===== config.mk =====
export PLATFORM = sky130hd
export DESIGN_NAME = wcoord_top
export DESIGN_NICKNAME = d
export VERILOG_FILES = /design/src/rtl/wcoord_pkg.sv /design/src/rtl/wcoord_beat_cnt.sv /design/src/rtl/wcoord_split.sv /design/src/rtl/wcoord_pack.sv /design/src/rtl/wcoord_pass.sv /design/src/rtl/wcoord_top.sv
export SDC_FILE = /design/constraint.sdc
export NUM_CORES = 1
export LEC_CHECK = 0
export BUFFER_PORTS_ARGS = -buffer_cell sky130_fd_sc_hd__buf_2
export CAP_MARGIN = 20
export CORE_ASPECT_RATIO = 1.25
export CORE_UTILIZATION = 52
export DETAILED_ROUTE_END_ITERATION = 6
export PLACE_DENSITY_LB_ADDON = 0.08
export SYNTH_ARGS = -nofsm -noshare
export SYNTH_HDL_FRONTEND = slang
export SYNTH_SLANG_ARGS = --single-unit

===== constraint.sdc =====
create_clock -name clk -period 3.1 [get_ports clk]
set_input_delay 0.62 -clock clk [delete_from_list [all_inputs] [get_ports clk]]
set_output_delay 0.62 -clock clk [all_outputs]
set_load 0.03 [all_outputs]

===== src/rtl/wcoord_pkg.sv =====
package wcoord_pkg;

  typedef enum logic [1:0] {
    WC_PASS  = 2'd0,
    WC_SPLIT = 2'd1,
    WC_PACK  = 2'd2
  } wc_mode_e;

  // Output width derived from input width, ratio exponent and direction.
  function automatic int unsigned wc_out_w(input int unsigned in_w,
                                           input int unsigned pow,
                                           input int          dir);
    if (pow == 0)     return in_w;
    else if (dir > 0) return in_w >> pow;
    else              return in_w << pow;
  endfunction

  function automatic wc_mode_e wc_mode(input int unsigned pow, input int dir);
    if (pow == 0)     return WC_PASS;
    else if (dir > 0) return WC_SPLIT;
    else              return WC_PACK;
  endfunction

endpackage


===== src/rtl/wcoord_beat_cnt.sv =====
module wcoord_beat_cnt #(
  parameter  int unsigned BEATS = 4,
  localparam int unsigned CW    = (BEATS > 1) ? $clog2(BEATS) : 1
) (
  input  logic          clk,
  input  logic          rst_n,
  input  logic          adv,
  input  logic          clr,
  output logic [CW-1:0] idx,
  output logic          last
);

  logic [CW-1:0] idx_q;
  logic [CW-1:0] idx_d;
  logic          cnt_en;

  assign last   = (idx_q == CW'(BEATS - 1));
  assign cnt_en = adv | clr;

  always_comb begin
    idx_d = idx_q;
    if (clr || (adv && last)) begin
      idx_d = '0;
    end else if (adv) begin
      idx_d = idx_q + 1'b1;
    end
  end

  always_ff @(posedge clk or negedge rst_n) begin
    if (!rst_n) begin
      idx_q <= '0;
    end else if (cnt_en) begin
      idx_q <= idx_d;
    end
  end

  assign idx = idx_q;

endmodule


===== src/rtl/wcoord_split.sv =====
module wcoord_split #(
  parameter  int unsigned IN_W  = 16,
  parameter  int unsigned POW   = 2,
  localparam int unsigned BEATS = 1 << POW,
  localparam int unsigned OUT_W = IN_W >> POW,
  localparam int unsigned CW    = (POW > 0) ? POW : 1
) (
  input  logic             clk,
  input  logic             rst_n,
  input  logic             in_valid,
  output logic             in_ready,
  input  logic [IN_W-1:0]  in_data,
  output logic             out_valid,
  input  logic             out_ready,
  output logic [OUT_W-1:0] out_data
);

  logic            full_q;
  logic            full_d;
  logic [IN_W-1:0] shr_q;
  logic [IN_W-1:0] shr_d;
  logic            shr_en;
  logic            take;
  logic            give;
  logic            last_beat;
  logic [CW-1:0]   beat_idx_unused;

  assign in_ready = ~full_q;
  assign take     = in_valid & ~full_q;
  assign give     = full_q & out_ready;
  assign shr_en   = take | give;

  wcoord_beat_cnt #(.BEATS(BEATS)) u_beat (
    .clk  (clk),
    .rst_n(rst_n),
    .adv  (give),
    .clr  (1'b0),
    .idx  (beat_idx_unused),
    .last (last_beat)
  );

  always_comb begin
    full_d = full_q;
    shr_d  = shr_q;
    if (take) begin
      full_d = 1'b1;
      shr_d  = in_data;
    end else if (give) begin
      shr_d = shr_q >> OUT_W;
      if (last_beat) begin
        full_d = 1'b0;
      end
    end
  end

  always_ff @(posedge clk or negedge rst_n) begin
    if (!rst_n) begin
      full_q <= 1'b0;
    end else begin
      full_q <= full_d;
    end
  end

  always_ff @(posedge clk) begin
    if (shr_en) begin
      shr_q <= shr_d;
    end
  end

  assign out_valid = full_q;
  assign out_data  = shr_q[OUT_W-1:0];

endmodule


===== src/rtl/wcoord_pack.sv =====
module wcoord_pack #(
  parameter  int unsigned IN_W  = 4,
  parameter  int unsigned POW   = 2,
  localparam int unsigned BEATS = 1 << POW,
  localparam int unsigned OUT_W = IN_W << POW,
  localparam int unsigned CW    = (POW > 0) ? POW : 1
) (
  input  logic             clk,
  input  logic             rst_n,
  input  logic             in_valid,
  output logic             in_ready,
  input  logic [IN_W-1:0]  in_data,
  input  logic             in_flush,
  output logic             out_valid,
  input  logic             out_ready,
  output logic [OUT_W-1:0] out_data
);

  logic          full_q;
  logic          full_d;
  logic          take;
  logic          give;
  logic          close;
  logic          last_beat;
  logic [CW-1:0] beat_idx;

  assign in_ready = ~full_q;
  assign take     = in_valid & ~full_q;
  assign give     = full_q & out_ready;
  // A word closes on its last slice, or early on flush if it holds anything.
  assign close    = (take & (last_beat | in_flush))
                  | (~full_q & in_flush & (beat_idx != '0));

  wcoord_beat_cnt #(.BEATS(BEATS)) u_beat (
    .clk  (clk),
    .rst_n(rst_n),
    .adv  (take),
    .clr  (close),
    .idx  (beat_idx),
    .last (last_beat)
  );

  for (genvar s = 0; s < BEATS; s++) begin : g_slot
    logic            slot_we;
    logic            slot_en;
    logic [IN_W-1:0] slot_d;
    logic [IN_W-1:0] slot_q;

    assign slot_we = take & (beat_idx == CW'(s));
    assign slot_en = slot_we | give;

    always_comb begin
      slot_d = slot_q;
      if (give) begin
        slot_d = '0;
      end else if (slot_we) begin
        slot_d = in_data;
      end
    end

    always_ff @(posedge clk or negedge rst_n) begin
      if (!rst_n) begin
        slot_q <= '0;
      end else if (slot_en) begin
        slot_q <= slot_d;
      end
    end

    assign out_data[s*IN_W +: IN_W] = slot_q;
  end

  always_comb begin
    full_d = full_q;
    if (close) begin
      full_d = 1'b1;
    end else if (give) begin
      full_d = 1'b0;
    end
  end

  always_ff @(posedge clk or negedge rst_n) begin
    if (!rst_n) begin
      full_q <= 1'b0;
    end else begin
      full_q <= full_d;
    end
  end

  assign out_valid = full_q;

endmodule


===== src/rtl/wcoord_pass.sv =====
module wcoord_pass #(
  parameter int unsigned W = 16
) (
  input  logic         clk,
  input  logic         rst_n,
  input  logic         in_valid,
  output logic         in_ready,
  input  logic [W-1:0] in_data,
  output logic         out_valid,
  input  logic         out_ready,
  output logic [W-1:0] out_data
);

  logic         full_q;
  logic         full_d;
  logic         take;
  logic [W-1:0] data_q;

  assign in_ready = ~full_q | out_ready;
  assign take     = in_valid & in_ready;

  always_comb begin
    full_d = full_q;
    if (take) begin
      full_d = 1'b1;
    end else if (out_ready) begin
      full_d = 1'b0;
    end
  end

  always_ff @(posedge clk or negedge rst_n) begin
    if (!rst_n) begin
      full_q <= 1'b0;
    end else begin
      full_q <= full_d;
    end
  end

  always_ff @(posedge clk) begin
    if (take) begin
      data_q <= in_data;
    end
  end

  assign out_valid = full_q;
  assign out_data  = data_q;

endmodule


===== src/rtl/wcoord_top.sv =====
module wcoord_top
  import wcoord_pkg::*;
#(
  parameter  int unsigned IN_W  = 16,
  parameter  int unsigned POW   = 2,
  parameter  int          DIR   = 1,
  localparam int unsigned OUT_W = wc_out_w(IN_W, POW, DIR)
) (
  input  logic             clk,
  input  logic             rst_n,
  input  logic             in_valid,
  output logic             in_ready,
  input  logic [IN_W-1:0]  in_data,
  input  logic             in_flush,
  output logic             out_valid,
  input  logic             out_ready,
  output logic [OUT_W-1:0] out_data
);

  localparam wc_mode_e MODE = wc_mode(POW, DIR);

  if (MODE == WC_SPLIT) begin : g_split
    logic flush_unused;
    assign flush_unused = in_flush;

    wcoord_split #(.IN_W(IN_W), .POW(POW)) u_split (
      .clk      (clk),
      .rst_n    (rst_n),
      .in_valid (in_valid),
      .in_ready (in_ready),
      .in_data  (in_data),
      .out_valid(out_valid),
      .out_ready(out_ready),
      .out_data (out_data)
    );
  end else if (MODE == WC_PACK) begin : g_pack
    wcoord_pack #(.IN_W(IN_W), .POW(POW)) u_pack (
      .clk      (clk),
      .rst_n    (rst_n),
      .in_valid (in_valid),
      .in_ready (in_ready),
      .in_data  (in_data),
      .in_flush (in_flush),
      .out_valid(out_valid),
      .out_ready(out_ready),
      .out_data (out_data)
    );
  end else begin : g_pass
    logic flush_unused;
    assign flush_unused = in_flush;

    wcoord_pass #(.W(IN_W)) u_pass (
      .clk      (clk),
      .rst_n    (rst_n),
      .in_valid (in_valid),
      .in_ready (in_ready),
      .in_data  (in_data),
      .out_valid(out_valid),
      .out_ready(out_ready),
      .out_data (out_data)
    );
  end

endmodule


Word-level counts from Yosys, hierarchy flattened. Cells that the tools add are included. Widths: inputs -> output; s select.

Register bits after elaboration: 19. Word-level logic and storage cells: 20. Output and inout port bits: 6. Bits of input ports: 21.

Equality and inequality tests: 1. Multiplexer cells: 6. Reduce and logical (&&, ||, !) cells: 5. Add/sub/neg operators: 1. Bitwise operators: 4.

Operators by type and width (number): $mux 16 (2); $reduce_and 2->1 (2); $reduce_bool 2->1 (2); $mux 1 (3); $add 2x1->2 const B (1); $and 1x1->1 (2); $eq 2x2->1 const B (1); $mux 2 (1); $logic_and 1x1->1 (1); $not 1->1 (1); $or 1x1->1 (1).

Logic depth before layout (Yosys ltp). Gate-level depths: netlist of run 1.

Depth in word-level cells: 4. Depth in mapped cells: 3. Gate-level depth less buffers: 3.

Modules after synthesis. From an unflattened synthesis of run 1, not the netlist that was laid out.

Cell total of the unflattened synthesis: 55. Area, all modules: 899.6 um^2.

By module, submodules not included: wcoord_split (cells an instance 46, seq. area each 505.5 um^2, area each 794.5 um^2, instances 1); wcoord_beat_cnt (cells an instance 9, seq. area each 50.0 um^2, area each 105.1 um^2, instances 1).

Least setup slack after synthesis of run 1. OpenSTA, ideal clock, no wires.

Path kind: register to register. From: register g_split.u_split.full_q, in the netlist g_split.u_split.out_valid. To: register g_split.u_split.shr_q[0], enable pin. Setup slack: 1.478 ns. Setup time: 0.372 ns. Data required time: 2.728 ns. Cell stages (with the launch flop): 4. Clock period less this slack: 1.622 ns. Arrival time: 1.250 ns. Cell sequence: dfrtp_1 nand2b_4 buf_8 nand2_1.

Longest elaborated chain between the ends: 4. Elaborated cells between the ends (all ways): 6.

RTL lines: start: declaration (line wcoord_split.sv:18) `logic full_q;`; start signal: assignment (line wcoord_split.sv:60) `full_q <= full_d;`; $not 1->1 (line wcoord_split.sv:29) `assign take = in_valid & ~full_q;`; $and 1x1->1 (line wcoord_split.sv:29); $reduce_bool 2->1 (no source line) or $or 1x1->1 (tied branches); $reduce_and 2->1 (no source line) (*); end signal: assignment (line wcoord_split.sv:66) `shr_q <= shr_d;`; end: declaration (line wcoord_split.sv:20) `logic [IN_W-1:0] shr_q;`.

Every way passes the cells marked *; elsewhere a longest branch is shown, timed or not. A chain may end at the register's enable or synchronous reset.

Final worst setup path of run 1.
From: register g_split.u_split.full_q, in the netlist g_split.u_split.out_valid. To: register g_split.u_split.shr_q[9], enable pin.

The elaborated chain is that of the path after synthesis.

==> flow_summary_export.csv, run 1 <==
group,metric,value,unit
synth,syn_area_per_cell,17.2,sq um
layout,diodes,0,
global_routing,antenna_found_initial,0,
clocking,clockBufferDepth,2,
die,ios,27,
die,start_util,0.555,
timing,setup_viol,0,
timing,grt_setup_unrepaired,"no",
die,die_width,38.7,um
detailed_routing,ant_nets,0,
synth,synth.distinct_cells,14,
critical_path,cp_data_arrival_time,1.54,ns
timing,fin_tns_setup,0,ns
critical_path,max_stage_delay,0.53,ns
global_routing,met1_usage,0.134,
critical_path,path_class,"reg -> reg",
critical_path,critical_path.cell_chain,"nand2b_4, nand2_1",
placement,postPlaceCellArea,980,sq um
clocking,clock_latency,0.29,ns
clocking,cts-htree-levels,1,
clocking,tritoncts,"done",
detailed_routing,wirelength,1110,um
global_routing,use_met3,0.0279,
power,p_leak,0.469,nW
critical_path,cp-end-kind,"register",
layout,drive_gt1_frac,0.587,
die,dieHeight,47.9,um
detailed_routing,vias,453,
global_routing,grt_max_degree,17,
power,fin_total_pwr,901,uW
synth,synth-seq-cells,19,
critical_path,cp.required,3.03,ns
synth,seq_area_frac_synth,0.633,
critical_path,crit_slowest_cell,"nand2_1",
detailed_routing,post_drt_via_cell_ratio,4.87,
clocking,cts_root_buf,"clkbuf_4",
timing,min_period,1.61,ns
die,core-area,1580,sq um
timing,max_freq,622,MHz
placement,port_buffers,25,
job,cap_violations,0,
detailed_routing,first_iter_violations,2,
placement,gp_congestion,0.607,
timing,slew_viol_final,0,
global_routing,grt_pass1_vias,393,
synth,ys_warn_count,0,
critical_path,cp-start-kind,"register",
detailed_routing,drcViolationCount,0,
synth,synthCells,51,
timing,period_share,0.519,
power,p_per_area,896,nW/um^2
placement,hpwl,782,um
clocking,clkTransAtPathRegs,0.10,ns
clocking,clock-sinks,19,
synth,syn_area,877,sq um
layout,stdcell_area,1010,sq um
timing,clock_skew,0.00484,ns
min_path,hp-class,"in -> async",
power,ir_worst_vdd,437,uV
global_routing,grt_pass1_wl,1530,um
clocking,post_cts_buffers,0,
detailed_routing,wl_per_cell,11.9,um
synth,synth.net_count,73,
clocking,cts_buffers,3,
global_routing,busiest_layer,"met2",
global_routing,grt_use_met2,0.217,
critical_path,cp_max_fo,16,
die,die_area,1860,sq um
timing,slew_headroom,0.567,
die,rows,16,
global_routing,grt_overflow,0,
timing,worstMarginPinSlew,0.648,ns
global_routing,grt_util_all_layers,0.127,
clocking,post_cts_resized,0,
clocking,cts_hold_buf,0,
detailed_routing,dr.pass1.iters,4,
layout,final_net_count,98,
status,status,"complete, no violations",
timing,finalHoldViolCount,0,
layout,syn_to_final_growth,14.7,%
[per-stage QoR]
stage               setup WS [ns]   util  std cells  hold slack [ns]
global placement             1.27  0.619         89            0.421
CTS                          1.45  0.636         93            0.103
global route                 1.38  0.636         93           0.0898
floorplan                    1.48      -         51            0.324
detailed placement           1.25  0.619         89            0.422
finish                       1.49  0.636         93            0.111
[final timing paths]
| check | start | depth (start not counted) | end | slack [ns] |
|---|---|---|---|---|
| worst max-delay path | g_split.u_split.out_valid | 2 | g_split.u_split.shr_q[9] | 1.49 |
| worst min register to register | g_split.u_split.u_beat.idx[1] | 1 | g_split.u_split.u_beat.idx[1] | 0.52 |
| max in group asynchronous | rst_n | 1 | g_split.u_split.out_valid | 2.88 |
| min in group clk | out_ready | 2 | g_split.u_split.out_valid | 0.52 |
| worst max register to register | g_split.u_split.out_valid | 2 | g_split.u_split.shr_q[9] | 1.49 |
| worst min-delay path | rst_n | 1 | g_split.u_split.u_beat.idx[1] | 0.11 |
[cell families (layout without fill, tap and decap cells)]
kind of cell,Yosys count,in the layout,synth area share
AOI/OAI and AO/OA,1,1,0.00714
adders and majority gates,1,1,0.0143
muxes,14,14,0.218
and+or+nand+nor,10,10,0.0713
DFF,19,19,0.633
buffers and inverters,6,30,0.0556
[critical path, delay by kind of cell, from the launching register on]
kind | cells | cell delay, ns
AND/OR/NAND/NOR | 2 | 0.80
flip-flops | 1 | 0.45
[sequential cells by signal (all words and copies together), names as in the netlist]
| signal | cells |
|---|---|
| g_split.u_split.u_beat.idx | 2 |
| g_split.u_split.shr_q | 16 |
| g_split.u_split.out_valid | 1 |
[metal layers]
| layer | part of all wire | up-vias |
|---|---|---|
| met5 | 0 | - |
| met4 | 0.0081 | 0 |
| met3 | 0.047 | 2 |
| met2 | 0.50 | 18 |
| met1 | 0.44 | 204 |
| li1 | - | 229 |
[synthesized netlist by cell type]
cell type  count  share of area
nor2_1         2         0.0086
mux2_2         5          0.064
edfxtp_1      16           0.55
ha_1           1          0.014
mux2_4         9           0.15
buf_4          4          0.034
a31oi_1        1         0.0071
and2_1         4          0.029
inv_1          1         0.0043
buf_8          1          0.017
nand2b_4       1          0.016
dfrtp_1        3          0.086
nand2_1        2         0.0086
and2b_2        1          0.010
[power breakdown]
part | internal (mW) | switching [mW]
sequential | 0.419 | 0.0360
clock | 0.0499 | 0.0700
combinational | 0.161 | 0.165
[cell usage in the layout (no fill, tap or decap), types with 2 or more instances in the layout]
master,n
mux2_4,9
edfxtp_1,16
nand2_1,2
and2_1,4
nor2_1,2
dfrtp_1,3
mux2_2,5
clkbuf_4,3
buf_2,25
[final cells by class]
cell class / count / area (sq um)
clock buffers: 4 / 26.3
fillers: 125 / 576
inverters: 1 / 3.75
multi-input cells: 26 / 273
flip-flops and latches: 19 / 556
well taps: 18 / 22.5
repair buffers: 25 / 125
(Power assumes the default switching activity.)
==> inputs of run 2 (changes only) <==
--- a/config.mk
+++ b/config.mk
@@ -5,10 +5,11 @@
 export SDC_FILE = /design/constraint.sdc
 export NUM_CORES = 1
 export LEC_CHECK = 0
+export ABC_AREA = 1
 export BUFFER_PORTS_ARGS = -buffer_cell sky130_fd_sc_hd__buf_2
 export CAP_MARGIN = 20
 export CORE_ASPECT_RATIO = 1.25
-export CORE_UTILIZATION = 52
+export CORE_UTILIZATION = 44
 export DETAILED_ROUTE_END_ITERATION = 6
 export PLACE_DENSITY_LB_ADDON = 0.08
 export SYNTH_ARGS = -nofsm -noshare
==> constraint.sdc (replaced) <==
create_clock -name clk -period 1.4 [get_ports clk]
set_input_delay 0.28 -clock clk [delete_from_list [all_inputs] [get_ports clk]]
set_output_delay 0.28 -clock clk [all_outputs]
set_load 0.03 [all_outputs]
==> flow_summary_export.csv, run 2 <==
group,metric,value,unit
status,status,"complete, no violations",
layout,final_net_count,137,
synth,synth_top_area_frac,0.548,
synth,yosysTopAreaCell,"edfxtp_1",
clocking,clkTransAtPathRegs,0.10,ns
layout,largest_reg_flops,16,
synth,synth.net_count,110,
global_routing,grt_overflow,0,
synth,seq_area_frac_synth,0.633,
clocking,cts_buffers,3,
detailed_routing,post_drt_via_cell_ratio,4.75,
die,start_util,0.485,
detailed_routing,wl_per_cell,10.7,um
die,core-area,1810,sq um
die,die_width,41.9,um
timing,layout_setup_ws,0.0775,ns
job,cap_violations,0,
timing,max_freq,756,MHz
critical_path,critical_path.cell_chain,"inv_4, buf_4",
clocking,cts-htree-levels,1,
global_routing,antenna_found_initial,0,
synth,synthCells,88,
clocking,clockBufferDepth,2,
critical_path,r2r_setup_slack,0.20,ns
clocking,clock_latency,0.29,ns
timing,clock_skew,0.00930,ns
global_routing,grt_util_all_layers,0.156,
layout,syn_to_final_growth,18.8,%
timing,grt_setup_unrepaired,"no",
critical_path,cp-start-kind,"register",
clocking,tritoncts,"done",
placement,gp_congestion,0.715,
die,dieHeight,51.9,um
placement,hpwl,1010,um
critical_path,path_class,"reg -> out",
layout,fillers,161,
power,p_per_area,1790,nW/um^2
synth,synth_common_cells,"nand2_1 (34), edfxtp_1 (16), nand3_1 (13)",
synth,ys_warn_count,0,
synth,async_flop_share,0.158,
timing,period_share,0.945,
critical_path,crit_slowest_cell,"dfrtp_1",
global_routing,grt_max_degree,17,
timing,slew_viol_final,0,
timing,worstMarginPinSlew,0.218,ns
power,ir_worst_vdd,1040,uV
detailed_routing,drcViolationCount,0,
layout,diodes,0,
timing,setup_viol,0,
synth,syn_area,877,sq um
min_path,hp-class,"in -> reg",
placement,port_buffers,25,
timing,fin_tns_setup,0,ns
clocking,post_cts_buffers,0,
detailed_routing,vias,632,
critical_path,r2r_cells,5,
global_routing,grt_pass1_wl,2460,um
timing,slew_headroom,0.854,
critical_path,max_stage_delay,0.44,ns
critical_path,cp_data_arrival_time,1.04,ns
global_routing,grt_pass1_vias,636,
synth,synth_edf_count,16,
critical_path,cp_max_fo,9,
placement,dp_worst_setup_slack,0.143,ns
layout,largest-register,"g_split.u_split.shr_q",
power,fin_total_pwr,1.86,mW
die,ios,27,
detailed_routing,wirelength,1420,um
clocking,cts_root_buf,"clkbuf_4",
synth,synth_area_leaders,"edfxtp_1 (55%), nand2_1 (15%), dfrtp_1 (8.6%)",
layout,final_common_cell,"nand2_1",
critical_path,timing.critical_path.to,"in_ready",
synth,yosysMostFrequentCell,"nand2_1",
detailed_routing,dr.pass1.iters,5,
critical_path,startpoint,"g_split.u_split.out_valid",
layout,drive_gt1_frac,0.307,
critical_path,worstReg2RegEnd,"g_split.u_split.shr_q[11]",
detailed_routing,ant_nets,0,
layout,final_cell_mix,"nand2_1 (33), buf_2 (24), edfxtp_1 (16)",
die,die_area,2180,sq um
layout,multi_input_comb_area,243,sq um
die,rows,17,
synth,ys.flop_type,"edfxtp_1",
critical_path,r2r-start,"g_split.u_split.out_valid",
layout,seq_area,556,sq um
timing,finalHoldViolCount,0,
critical_path,cp-end-kind,"primary output",
synth,synth-seq-cells,19,
power,p_leak,0.533,nW
clocking,clock-sinks,19,
critical_path,cp.required,1.12,ns
synth,syn_area_per_cell,9.97,sq um
synth,synth.distinct_cells,11,
timing,min_period,1.32,ns
detailed_routing,first_iter_violations,11,
[run 2: changes by cell type in the layout (fill, tap and decap cells not counted), moves of 2 or more]
cell,delta
and2_1,-4
nand2_1,+31
mux2_2,-5
buf_4,+4
mux2_4,-9
nand3_1,+13
nor2_1,+3
inv_1,+6
nand2_4,+2
[run 2: cell families (layout without fill, tap and decap cells)]
logic type	after synthesis	count (layout)	synth area share
adders and majority gates	1	1	0.0143
buffers and inverters	15	41	0.0984
DFF	19	19	0.633
and+or+nand+nor	53	53	0.254
[run 2: worst max-delay path: cells and delay by family, from the launching register on]
| kind | cells | cell delay (ns) |
|---|---|---|
| buffers and inverters | 2 | 0.32 |
| flip-flops | 1 | 0.44 |
[run 2: layout make-up]
cell class | instances | area share
multi-input cells | 54 | 0.233
repair buffers | 29 | 0.154
flip-flops and latches | 19 | 0.533
clock buffers | 3 | 0.0216
clock inverters | 1 | 0.00480
well taps | 19 | 0.0228
inverters | 8 | 0.0312
[run 2: worst min path at each step]
stage	cells past startpoint	end	from	slack [ns]
2_1_floorplan	0	g_split.u_split.out_valid	rst_n	-0.02
3_3_place_gp	1	g_split.u_split.u_beat.idx[0]	rst_n	0.08
3_5_place_dp	1	g_split.u_split.u_beat.idx[1]	rst_n	0.08
4_1_cts	4	g_split.u_split.out_valid	out_ready	0.25
5_1_grt	4	g_split.u_split.out_valid	out_ready	0.27
6_report	4	g_split.u_split.out_valid	out_ready	0.26
[run 2: repair_timing]
action | CTS | global route
gates resized for setup | 1 | 1
endpoints found under the setup margin | 1 | 1
gates cloned | 0 | 0
pin swaps | 0 | 0
endpoints found under the hold margin | 3 | 0
hold buffers | 1 | 0
[run 2: per-layer routing]
layer	vias up	track usage	wire, um
met1	279	0.158	634
met5	-	0	0
li1	333	-	-
met2	18	0.294	697
met4	0	0.0968	17
met3	2	0.0243	70
[run 2: report_power, final]
| part | leakage [nW] | switching [mW] | internal (mW) |
|---|---|---|---|
| clock network | 0.0177 | 0.164 | 0.106 |
| registers | 0.194 | 0.0687 | 0.889 |
| logic | 0.321 | 0.429 | 0.208 |
[run 2: per-stage QoR]
step | util | cell area [sq um] | instances | hold WS [ns]
global placement | 0.553 | 1000 | 128 | 0.0785
detailed placement | 0.553 | 1000 | 128 | 0.0803
CTS | 0.575 | 1040 | 133 | 0.248
global route | 0.576 | 1040 | 133 | 0.274
finish | 0.576 | 1040 | 133 | 0.258
floorplan | - | 885 | 88 | -0.0156
==> inputs of run 3 (changes only) <==
--- a/config.mk
+++ b/config.mk
@@ -9,7 +9,7 @@
 export BUFFER_PORTS_ARGS = -buffer_cell sky130_fd_sc_hd__buf_2
 export CAP_MARGIN = 20
 export CORE_ASPECT_RATIO = 1.25
-export CORE_UTILIZATION = 44
+export CORE_UTILIZATION = 48
 export DETAILED_ROUTE_END_ITERATION = 6
 export PLACE_DENSITY_LB_ADDON = 0.08
 export SYNTH_ARGS = -nofsm -noshare
==> constraint.sdc (replaced) <==
create_clock -name clk -period 1.34 [get_ports clk]
set_input_delay 0.268 -clock clk [delete_from_list [all_inputs] [get_ports clk]]
set_output_delay 0.268 -clock clk [all_outputs]
set_load 0.03 [all_outputs]
==> flow_summary_export.csv, run 3 (same netlist as run 2, synthesis figures left out) <==
group,metric,value,unit
status,status,"complete, no violations",
timing,worstMarginPinSlew,0.225,ns
layout,largest-register,"g_split.u_split.shr_q",
die,rows,16,
timing,max_freq,775,MHz
layout,final_cell_mix,"nand2_1 (33), buf_2 (24), edfxtp_1 (16)",
layout,final_net_count,137,
critical_path,worstPathBufferInverterCount,2,
timing,min_period,1.29,ns
global_routing,grt_pass1_wl,2550,um
critical_path,cp_max_fo,8,
placement,hpwl,1100,um
clocking,cts-htree-levels,1,
critical_path,r2r_setup_slack,0.12,ns
global_routing,grt_max_degree,17,
layout,final_common_cell,"nand2_1",
layout,syn_to_final_growth,19.3,%
die,core-area,1640,sq um
timing,grt_setup_unrepaired,"no",
detailed_routing,post_drt_via_cell_ratio,5.08,
critical_path,max_stage_delay,0.46,ns
min_path,hold_start,"out_ready",
clocking,clock-sinks,19,
detailed_routing,wl_per_cell,11.9,um
critical_path,cp_top_family,"flip-flops",
timing,fin_tns_setup,0,ns
detailed_routing,drcViolationCount,0,
power,ir_worst_vdd,1200,uV
global_routing,antenna_found_initial,0,
timing,finalHoldViolCount,0,
clocking,clockBufferDepth,2,
min_path,hold_path_end,"g_split.u_split.out_valid",
critical_path,worstReg2RegEnd,"g_split.u_split.shr_q[7]",
critical_path,r2r-start,"g_split.u_split.out_valid",
detailed_routing,vias,670,
layout,fillers,144,
clocking,tritoncts,"done",
critical_path,cp-end-kind,"primary output",
timing,clock_skew,0.00978,ns
layout,largest_reg_flops,16,
clocking,clock_latency,0.30,ns
power,p_per_area,1890,nW/um^2
die,dieHeight,49.8,um
detailed_routing,wirelength,1570,um
job,cap_violations,0,
min_path,hold_depth,4,
placement,port_buffers,25,
layout,utilization,0.637,
die,start_util,0.534,
critical_path,cp-start-kind,"register",
timing,slew_viol_final,0,
detailed_routing,ant_nets,0,
global_routing,grt_overflow,0,
critical_path,cp.required,1.07,ns
timing,period_share,0.963,
critical_path,crit_slowest_cell,"dfrtp_2",
timing,slew_headroom,0.850,
global_routing,grt_util_all_layers,0.187,
die,ios,27,
power,p_leak,0.533,nW
critical_path,critical_path.cell_chain,"inv_4, buf_6",
detailed_routing,dr.pass1.iters,4,
global_routing,grt_pass1_vias,656,
clocking,cts_root_buf,"clkbuf_4",
die,die_width,40.2,um
die,die_area,2000,sq um
clocking,clkTransAtPathRegs,0.11,ns
min_path,hp-class,"in -> reg",
timing,setup_viol,0,
layout,drive_gt1_frac,0.316,
critical_path,cp_data_arrival_time,1.02,ns
layout,final_cell_count_no_fill,132,
clocking,cts_buffers,3,
layout,diodes,0,
placement,dp_cells,127,
placement,gp_congestion,0.736,
critical_path,path_class,"reg -> out",
detailed_routing,first_iter_violations,17,
critical_path,r2r_cells,3,
==> run 3: worst register-to-register path, delay by kind of cell, from the launching register on <==
family        cells  cell delay [ns]
simple gates      2             0.34
flops             1             0.46
buf+inv           1             0.12
==> run 3: how the worst max path moves through the flow <==
stage | start | to | depth (start not counted)
floorplan | g_split.u_split.out_valid | g_split.u_split.shr_q[0] | 4
global placement | g_split.u_split.out_valid | g_split.u_split.shr_q[15] | 3
detailed placement | g_split.u_split.out_valid | g_split.u_split.shr_q[15] | 3
CTS | g_split.u_split.out_valid | in_ready | 2
global route | g_split.u_split.out_valid | in_ready | 2
finish | g_split.u_split.out_valid | in_ready | 2
==> run 3: through the flow <==
| step | hold WS, ns | cell area (sq um) | total power [mW] | worst slack (ns) |
|---|---|---|---|---|
| 6_report | 0.239 | 1050 | 1.98 | 0.0502 |
| 5_1_grt | 0.242 | 1050 | 2.11 | 0.0131 |
| 4_1_cts | 0.237 | 1040 | 1.99 | 0.0144 |
| 3_5_place_dp | 0.0672 | 998 | 1.69 | 0.0979 |
| 3_3_place_gp | 0.0661 | 998 | 1.64 | 0.129 |
| 2_1_floorplan | -0.0276 | 885 | 1.56 | 0.00888 |
==> run 3: timing repair <==
action,in CTS,in global routing
endpoints found under the hold margin,3,0
hold buffers,1,0
resized for setup,2,2
setup endpoints to repair,1,1
setup buffers,0,0
==> run 3: layer usage <==
| metal | share of wire | global-route usage | wire [um] |
|---|---|---|---|
| met1 | 0.39 | 0.187 | 610 |
| met4 | 0.0083 | 0.0833 | 13 |
| met3 | 0.056 | 0.0360 | 88 |
| met5 | 0 | 0 | 0 |
| met2 | 0.55 | 0.341 | 856 |
==> run 3: cell type report <==
| type | instances | area (sq um) | share of cell area |
|---|---|---|---|
| Clock buffer | 3 | 22.5 | 0.0215 |
| Tap cell | 18 | 22.5 | 0.0215 |
| Inverter | 8 | 32.5 | 0.0311 |
| Timing Repair Buffer | 29 | 164 | 0.157 |
| Clock inverter | 1 | 5.00 | 0.00478 |
| Multi-Input combinational cell | 54 | 243 | 0.232 |
| Sequential cell | 19 | 557 | 0.532 |
==> run 3: report_power, final <==
group          internal (mW)  leakage [nW]  switching [mW]
registers              0.931         0.193          0.0776
clock network          0.111        0.0177           0.171
logic                  0.225         0.322           0.463
total                   1.27         0.533           0.712
